### config.mk
export PLATFORM = sky130hd
export DESIGN_NAME = padirq_fold_top
export DESIGN_NICKNAME = d
export VERILOG_FILES = /design/src/rtl/padirq_pkg.sv /design/src/rtl/padirq_event_det.sv /design/src/rtl/padirq_line_fold.sv /design/src/rtl/padirq_regs.sv /design/src/rtl/padirq_fold_top.sv
export SDC_FILE = /design/constraint.sdc
export NUM_CORES = 1
export LEC_CHECK = 0
export BUFFER_PORTS_ARGS = -buffer_cell sky130_fd_sc_hd__buf_2
export CORE_ASPECT_RATIO = 1.25
export CORE_MARGIN = 8
export CORE_UTILIZATION = 46
export CTS_BUF_LIST = sky130_fd_sc_hd__clkbuf_16
export DETAILED_ROUTE_END_ITERATION = 10
export GPL_ROUTABILITY_DRIVEN = 0
export HOLD_SLACK_MARGIN = 0.02
export PLACE_DENSITY_LB_ADDON = 0.2
export SYNTH_ARGS = -nofsm -noshare
export SYNTH_HDL_FRONTEND = slang
export SYNTH_SLANG_ARGS = --single-unit
### constraint.sdc
create_clock -name clk -period 2.7 [get_ports clk]
set_input_delay 0.135 -clock clk [delete_from_list [all_inputs] [get_ports clk]]
set_output_delay 0.135 -clock clk [all_outputs]
set_load 0.01 [all_outputs]
### src/rtl/padirq_pkg.sv
package padirq_pkg;
  localparam int TRIG_W = 3;

  typedef enum logic [TRIG_W-1:0] {
    TRIG_OFF   = 3'd0,
    TRIG_FALL  = 3'd1,
    TRIG_RISE  = 3'd2,
    TRIG_BOTH  = 3'd3,
    TRIG_LEVEL = 3'd4
  } trig_e;
endpackage

### src/rtl/padirq_event_det.sv
module padirq_event_det
  import padirq_pkg::*;
#(
  parameter int NUM_PADS = 8
) (
  input  logic                       clk,
  input  logic [NUM_PADS-1:0]        level,
  input  logic [NUM_PADS-1:0]        inv,
  input  logic [TRIG_W*NUM_PADS-1:0] trig,
  output logic [NUM_PADS-1:0]        evt
);
  logic [NUM_PADS-1:0] cur;
  logic [NUM_PADS-1:0] prev_q;

  assign cur = level ^ inv;

  // Previous level is loaded every cycle, reset included, so a level that is
  // held steady through reset shows no edge afterwards.
  always_ff @(posedge clk) prev_q <= cur;

  for (genvar p = 0; p < NUM_PADS; p++) begin : g_pad
    trig_e mode;
    assign mode = trig_e'(trig[p*TRIG_W +: TRIG_W]);
    always_comb begin
      case (mode)
        TRIG_FALL:  evt[p] = prev_q[p] & ~cur[p];
        TRIG_RISE:  evt[p] = ~prev_q[p] & cur[p];
        TRIG_BOTH:  evt[p] = prev_q[p] ^ cur[p];
        TRIG_LEVEL: evt[p] = cur[p];
        default:    evt[p] = 1'b0;
      endcase
    end
  end
endmodule

### src/rtl/padirq_line_fold.sv
module padirq_line_fold #(
  parameter int NUM_PADS  = 8,
  parameter int NUM_LINES = 16,
  parameter int SEL_W     = $clog2(NUM_LINES)
) (
  input  logic [NUM_PADS-1:0]       pad_evt,
  input  logic [SEL_W*NUM_PADS-1:0] pad_sel,
  output logic [NUM_LINES-1:0]      line_evt
);
  for (genvar l = 0; l < NUM_LINES; l++) begin : g_line
    logic [NUM_PADS-1:0] hit;
    for (genvar p = 0; p < NUM_PADS; p++) begin : g_pad
      assign hit[p] = pad_evt[p] && (pad_sel[p*SEL_W +: SEL_W] == SEL_W'(l));
    end
    assign line_evt[l] = |hit;
  end
endmodule

### src/rtl/padirq_regs.sv
module padirq_regs #(
  parameter int NUM_LINES = 16,
  parameter int ADDR_W    = 12,
  parameter int DATA_W    = 32,
  parameter logic [ADDR_W-1:0] STAT_OFF = 12'h300,
  parameter logic [ADDR_W-1:0] MASK_OFF = 12'h380
) (
  input  logic                 clk,
  input  logic                 rst,
  input  logic [NUM_LINES-1:0] line_evt,
  input  logic                 reg_wr,
  input  logic                 reg_rd,
  input  logic [ADDR_W-1:0]    reg_addr,
  input  logic [DATA_W-1:0]    reg_wdata,
  output logic [DATA_W-1:0]    reg_rdata,
  output logic                 irq_out
);
  logic [NUM_LINES-1:0] status_q, mask_q, status_d, mask_d, clr;
  logic                 stat_hit, mask_hit;
  logic                 unused_wdata_hi;

  assign unused_wdata_hi = ^reg_wdata[DATA_W-1:NUM_LINES];
  assign stat_hit = reg_addr == STAT_OFF;
  assign mask_hit = reg_addr == MASK_OFF;
  assign clr      = (reg_wr && stat_hit) ? reg_wdata[NUM_LINES-1:0] : '0;

  // A new event outranks a clear aimed at the same bit.
  assign status_d = (status_q & ~clr) | line_evt;
  assign mask_d   = (reg_wr && mask_hit) ? reg_wdata[NUM_LINES-1:0] : mask_q;

  always_ff @(posedge clk) begin
    if (rst) begin
      status_q  <= '0;
      mask_q    <= '0;
      irq_out   <= 1'b0;
      reg_rdata <= '0;
    end else begin
      status_q <= status_d;
      mask_q   <= mask_d;
      irq_out  <= |(status_d & mask_d);
      if (reg_rd) begin
        if (stat_hit)      reg_rdata <= DATA_W'(status_q);
        else if (mask_hit) reg_rdata <= DATA_W'(mask_q);
        else               reg_rdata <= '0;
      end
    end
  end

  // a pending bit not cleared stays pending
  assert_sticky_R8: assert property (@(posedge clk) disable iff (rst)
    (($past(status_q) & ~$past(clr) & ~status_q) == '0));
  // an event wins over a clear in the same cycle
  assert_evt_wins_R8: assert property (@(posedge clk) disable iff (rst)
    (($past(line_evt) & ~status_q) == '0));
  // a bit only becomes pending through its own line's event
  assert_set_by_line_R7: assert property (@(posedge clk) disable iff (rst)
    ((status_q & ~$past(status_q) & ~$past(line_evt)) == '0));
  // mask only moves on a write to its offset
  assert_mask_hold_R9: assert property (@(posedge clk) disable iff (rst)
    !$past(reg_wr && mask_hit) |-> $stable(mask_q));
  // combined output follows pending-and-enabled
  assert_irq_match_R10: assert property (@(posedge clk) disable iff (rst)
    irq_out == |(status_q & mask_q));
endmodule

### src/rtl/padirq_fold_top.sv
module padirq_fold_top
  import padirq_pkg::*;
#(
  parameter int NUM_PADS  = 8,
  parameter int NUM_LINES = 16,
  parameter int SEL_W     = $clog2(NUM_LINES),
  parameter int ADDR_W    = 12,
  parameter int DATA_W    = 32
) (
  input  logic                       clk,
  input  logic                       rst,
  input  logic [NUM_PADS-1:0]        pad_level,
  input  logic [NUM_PADS-1:0]        pad_inv,
  input  logic [TRIG_W*NUM_PADS-1:0] pad_trig,
  input  logic [SEL_W*NUM_PADS-1:0]  pad_sel,
  input  logic                       reg_wr,
  input  logic                       reg_rd,
  input  logic [ADDR_W-1:0]          reg_addr,
  input  logic [DATA_W-1:0]          reg_wdata,
  output logic [DATA_W-1:0]          reg_rdata,
  output logic                       irq_out
);
  logic [NUM_PADS-1:0]  pad_evt;
  logic [NUM_LINES-1:0] line_evt;

  padirq_event_det #(.NUM_PADS(NUM_PADS)) u_det (
    .clk  (clk),
    .level(pad_level),
    .inv  (pad_inv),
    .trig (pad_trig),
    .evt  (pad_evt)
  );

  padirq_line_fold #(
    .NUM_PADS (NUM_PADS),
    .NUM_LINES(NUM_LINES),
    .SEL_W    (SEL_W)
  ) u_fold (
    .pad_evt (pad_evt),
    .pad_sel (pad_sel),
    .line_evt(line_evt)
  );

  padirq_regs #(
    .NUM_LINES(NUM_LINES),
    .ADDR_W   (ADDR_W),
    .DATA_W   (DATA_W)
  ) u_regs (
    .clk      (clk),
    .rst      (rst),
    .line_evt (line_evt),
    .reg_wr   (reg_wr),
    .reg_rd   (reg_rd),
    .reg_addr (reg_addr),
    .reg_wdata(reg_wdata),
    .reg_rdata(reg_rdata),
    .irq_out  (irq_out)
  );
endmodule

==> flow_metrics.py <==
metrics = {
    "detailed_routing": {
        "detail_route.drc_violations": 0,
        "drt-initial-drc-count": 323,
        "final_antenna_net_count": 0,
        "drt_pre_antenna_iters": 5,
        "wire_per_inst_um": 17.8,
        "routed_wl_mm": 15.1,
        "viasPerCell": 5.78,
        "num_vias": 4914,
    },
    "yosys": {
        "number_of_enable_type_register_cells_in_the_synthesized_netlist": 0,
        "synth.distinct_cells": 71,
        "synthMuxAreaShare_pct": 7.53,
        "ys_top_cells_by_area": "sky130_fd_sc_hd__dfxtp_1, sky130_fd_sc_hd__nor2b_1, sky130_fd_sc_hd__nor2_1",
        "postSynth.asyncResetShare_pct": 0,
        "yosys_register_bits": 57,
        "yosys_synthesis_warning_count": 0,
        "synthXorXnorAreaFrac_pct": 3.20,
        "synthSimpleGateAreaFrac_pct": 33.4,
        "ys_seq_area_share_pct": 26.0,
        "avgSynthCellArea_um2": 7.72,
        "synth_compound_area_share_pct": 21.1,
        "synth_top_family_by_area": "simple AND/OR/NAND/NOR gates",
        "netlist_area_um2": 4390,
        "synthDominantCellAreaShare_pct": 26.0,
        "synthesis.instances": 568,
        "yosys.area_share.adder_pct": 2.28,
        "yosys_most_used_dff": "sky130_fd_sc_hd__dfxtp_1",
        "synth_largest_area_cell": "sky130_fd_sc_hd__dfxtp_1",
    },
    "sta": {
        "setup_viol": 0,
        "timing_worst_slew_pin_value_ns": 0.891,
        "holdWs_ns": 0.0575,
        "period_share_pct": 98.4,
        "fin_crit_ns": 2.66,
        "rsz_0062_raised_after_global_routing": "yes",
        "worst_clock_skew_ns": 0.0105,
        "post-route-worst-setup-slack_ns": 0.0421,
        "fmax_mhz": 376,
        "slew_headroom_pct": 40.6,
        "timing.final.hold_violations": 0,
        "slew_viol_final": 0,
    },
    "global_routing": {
        "grt_max_degree": 50,
        "grt_remaining_overflow": 0,
        "layer_with_the_highest_usage_after_global_routing": "met2",
        "groute.usage.overall_pct": 23.3,
        "use_met1_pct": 26.0,
        "first_global_vias": 4970,
        "grt_first_pass_wirelength_mm": 23.9,
        "use_met3_pct": 5.66,
        "grt_antenna_before_repair": 0,
        "global_route.usage.met2_pct": 39.3,
    },
    "setup_path": {
        "reg2reg_depth": 13,
        "end_kind": "flip-flop",
        "rrSetupSlack_ns": 0.04,
        "worst_ep_arrival_time_ns": 2.83,
        "reg2reg_capture_point": "u_regs.irq_out",
        "start_kind": "flip-flop",
        "timing_worst_setup_path_type": "reg -> reg",
        "crit_path_start": "u_det.prev_q[6]",
        "worst-endpoint-required_ns": 2.87,
        "regToRegStartpoint": "u_det.prev_q[6]",
        "biggest_fanout_along_the_worst_timing_path": 7,
    },
    "cts": {
        "clock_sink_count": 57,
        "tritoncts_clock_tree": "done",
        "h-tree-depth": 3,
        "cts_made_buffers": 9,
        "cts-root-to-sink-buffers": 2,
        "clockRootBuffer": "sky130_fd_sc_hd__clkbuf_16",
        "worst_skew_pair.late_latency_ns": 0.33,
        "clkSlewWorstSetupHoldPaths_ns": 0.06,
    },
    "power": {
        "power.density_cell_area_nw_per_um2": 449,
        "p_switching_mw": 0.750,
        "static-leakage-power_nw": 2.52,
        "fraction_of_power_consumed_by_sequential_logic_pct": 34.4,
        "switching_share_pct": 29.0,
        "logic_pwr_share_pct": 22.9,
        "power.share.clock_pct": 42.7,
        "power_report.internal_total_mw": 1.84,
        "irDropWorstVdd_uv": 306,
    },
    "floorplanning": {
        "die_area_um2": 12900,
        "die-height_um": 125,
        "rows": 40,
        "boundaryPins": 153,
        "floorplan.initialDensity_pct": 46.4,
        "fp.coreArea_um2": 9460,
        "floorplan.die.width_um": 103,
    },
    "finish": {
        "finalCoreUtilization_pct": 61.0,
        "num_antenna_cells": 0,
        "layout-drive-gt1-share_pct": 30.0,
        "stdcell_area_um2": 5770,
        "nets_finish": 847,
        "areaGrowthSynthToFinish_pct": 31.6,
        "layout.cells.most_common": "sky130_fd_sc_hd__buf_2",
        "most-common-layout-cells": "sky130_fd_sc_hd__buf_2, sky130_fd_sc_hd__nor2_1, sky130_fd_sc_hd__dfxtp_1",
        "fillers": 893,
    },
    "hold_path": {
        "timing.hold.worst_path_depth": 2,
        "min-delay-start": "pad_level[5]",
        "hp-class": "in -> reg",
        "hold_end": "u_det.prev_q[5]",
    },
    "run_status": {
        "run_status": "finished clean",
    },
    "placed_design": {
        "place_ws_ns": -0.0796,
        "port-buffer-count": 120,
        "dpl.hpwl_mm": 11.9,
        "dpl-instance-area_um2": 5180,
    },
    "job": {
        "drv_cap": 0,
    },
}
cell usage after synthesis (4+ instances only):
library cell	count
sky130_fd_sc_hd__nor2_1	67
sky130_fd_sc_hd__dfxtp_1	57
sky130_fd_sc_hd__nand2_1	55
sky130_fd_sc_hd__nor2b_1	43
sky130_fd_sc_hd__nand3_1	37
sky130_fd_sc_hd__inv_1	25
sky130_fd_sc_hd__a21oi_1	20
sky130_fd_sc_hd__a31oi_1	20
sky130_fd_sc_hd__buf_4	16
sky130_fd_sc_hd__mux2_2	16
sky130_fd_sc_hd__xor2_1	16
sky130_fd_sc_hd__mux2i_1	15
sky130_fd_sc_hd__nand2b_1	14
sky130_fd_sc_hd__clkbuf_1	12
sky130_fd_sc_hd__and3_1	10
sky130_fd_sc_hd__ha_1	8
sky130_fd_sc_hd__o2111ai_1	8
sky130_fd_sc_hd__o22ai_1	8
sky130_fd_sc_hd__a22oi_1	7
sky130_fd_sc_hd__nor3_1	7
sky130_fd_sc_hd__and2_1	6
sky130_fd_sc_hd__nand4_1	6
sky130_fd_sc_hd__o21ai_0	6
sky130_fd_sc_hd__or4_1	6
sky130_fd_sc_hd__a2bb2oi_1	5
sky130_fd_sc_hd__a21boi_0	4
sky130_fd_sc_hd__a21boi_1	4
sky130_fd_sc_hd__a311oi_1	4
sky130_fd_sc_hd__nor3b_1	4
sky130_fd_sc_hd__or2_2	4
per-stage QoR:
stage | setup TNS (ns) | instances | power (mW)
6_report | 0 | 850 | 2.59
5_1_grt | -0.0990 | 850 | 2.70
4_1_cts | 0 | 847 | 2.54
3_5_place_dp | -0.0796 | 819 | 1.42
3_3_place_gp | -0.0293 | 819 | 1.40
2_1_floorplan | 0 | 583 | 1.21
final cells by class:
type | count | area, µm² | share of cell area [%]
Multi-Input combinational cell | 469 | 3180 | 55.1
Inverter | 25 | 93.8 | 1.63
Clock inverter | 7 | 61.3 | 1.06
Tap cell | 126 | 158 | 2.73
Sequential cell | 57 | 1140 | 19.8
Clock buffer | 9 | 225 | 3.90
Timing Repair Buffer | 157 | 908 | 15.7
flip-flops by register name, summed over array words and instances, names as in the netlist:
name	cells
u_det.prev_q	8
u_regs.irq_out	1
u_regs.mask_q	16
u_regs.reg_rdata	16
u_regs.status_q	16
power groups by stage:
| stage | Sequential, mW | Clock, mW | Combinational, mW |
|---|---|---|---|
| floorplan | 0.902 | 0 | 0.309 |
| finish | 0.890 | 1.10 | 0.594 |
| global placement | 0.905 | 0 | 0.499 |
| detailed placement | 0.906 | 0 | 0.514 |
| CTS | 0.889 | 1.11 | 0.540 |
| global route | 0.893 | 1.15 | 0.648 |
cells by family after synthesis:
group,count (synthesis)
buf+inv,57
mux,31
other cells,1
compound gates,120
simple gates,278
xor+xnor,16
flops,57
fa+ha+maj,8
worst max-delay path by stage:
stage / cells after the start / end
2_1_floorplan: 10 / u_regs.irq_out
3_3_place_gp: 13 / u_regs.irq_out
3_5_place_dp: 13 / u_regs.irq_out
4_1_cts: 12 / u_regs.irq_out
5_1_grt: 11 / u_regs.irq_out
6_report: 13 / u_regs.irq_out
worst max-delay path: stages, from the launching register on:
cell and delay [ns]:
sky130_fd_sc_hd__dfxtp_2 0.33, sky130_fd_sc_hd__inv_2 0.04, sky130_fd_sc_hd__ha_4 0.26, sky130_fd_sc_hd__nand2_2 0.04, sky130_fd_sc_hd__o2111ai_2 0.09, sky130_fd_sc_hd__buf_4 0.16, sky130_fd_sc_hd__nand3_4 0.13, sky130_fd_sc_hd__a31oi_4 0.22
sky130_fd_sc_hd__nand4_1 0.14, sky130_fd_sc_hd__nor4_4 0.35, sky130_fd_sc_hd__buf_4 0.19, sky130_fd_sc_hd__o22ai_4 0.07, sky130_fd_sc_hd__nor4_2 0.34, sky130_fd_sc_hd__a31oi_1 0.13
routing by layer:
layer  share of wire [%]  up-vias  routed length (µm)
li1                    -     2345                   -
met1                  38     2232                5770
met2                  48      265                7250
met3                 8.9       72                1350
met4                 5.0        0                 750
met5                   0        -                   0
timing repair:
action / in CTS / in global routing
gates resized for setup: 2 / 26
buffers inserted: 0 / 4
endpoints found under the setup margin: 1 / 1
hold endpoints to repair: 6 / 0
hold buffers: 12 / 0
pin swaps: 0 / 10
Note: power is estimated with default switching activity, not from simulation.
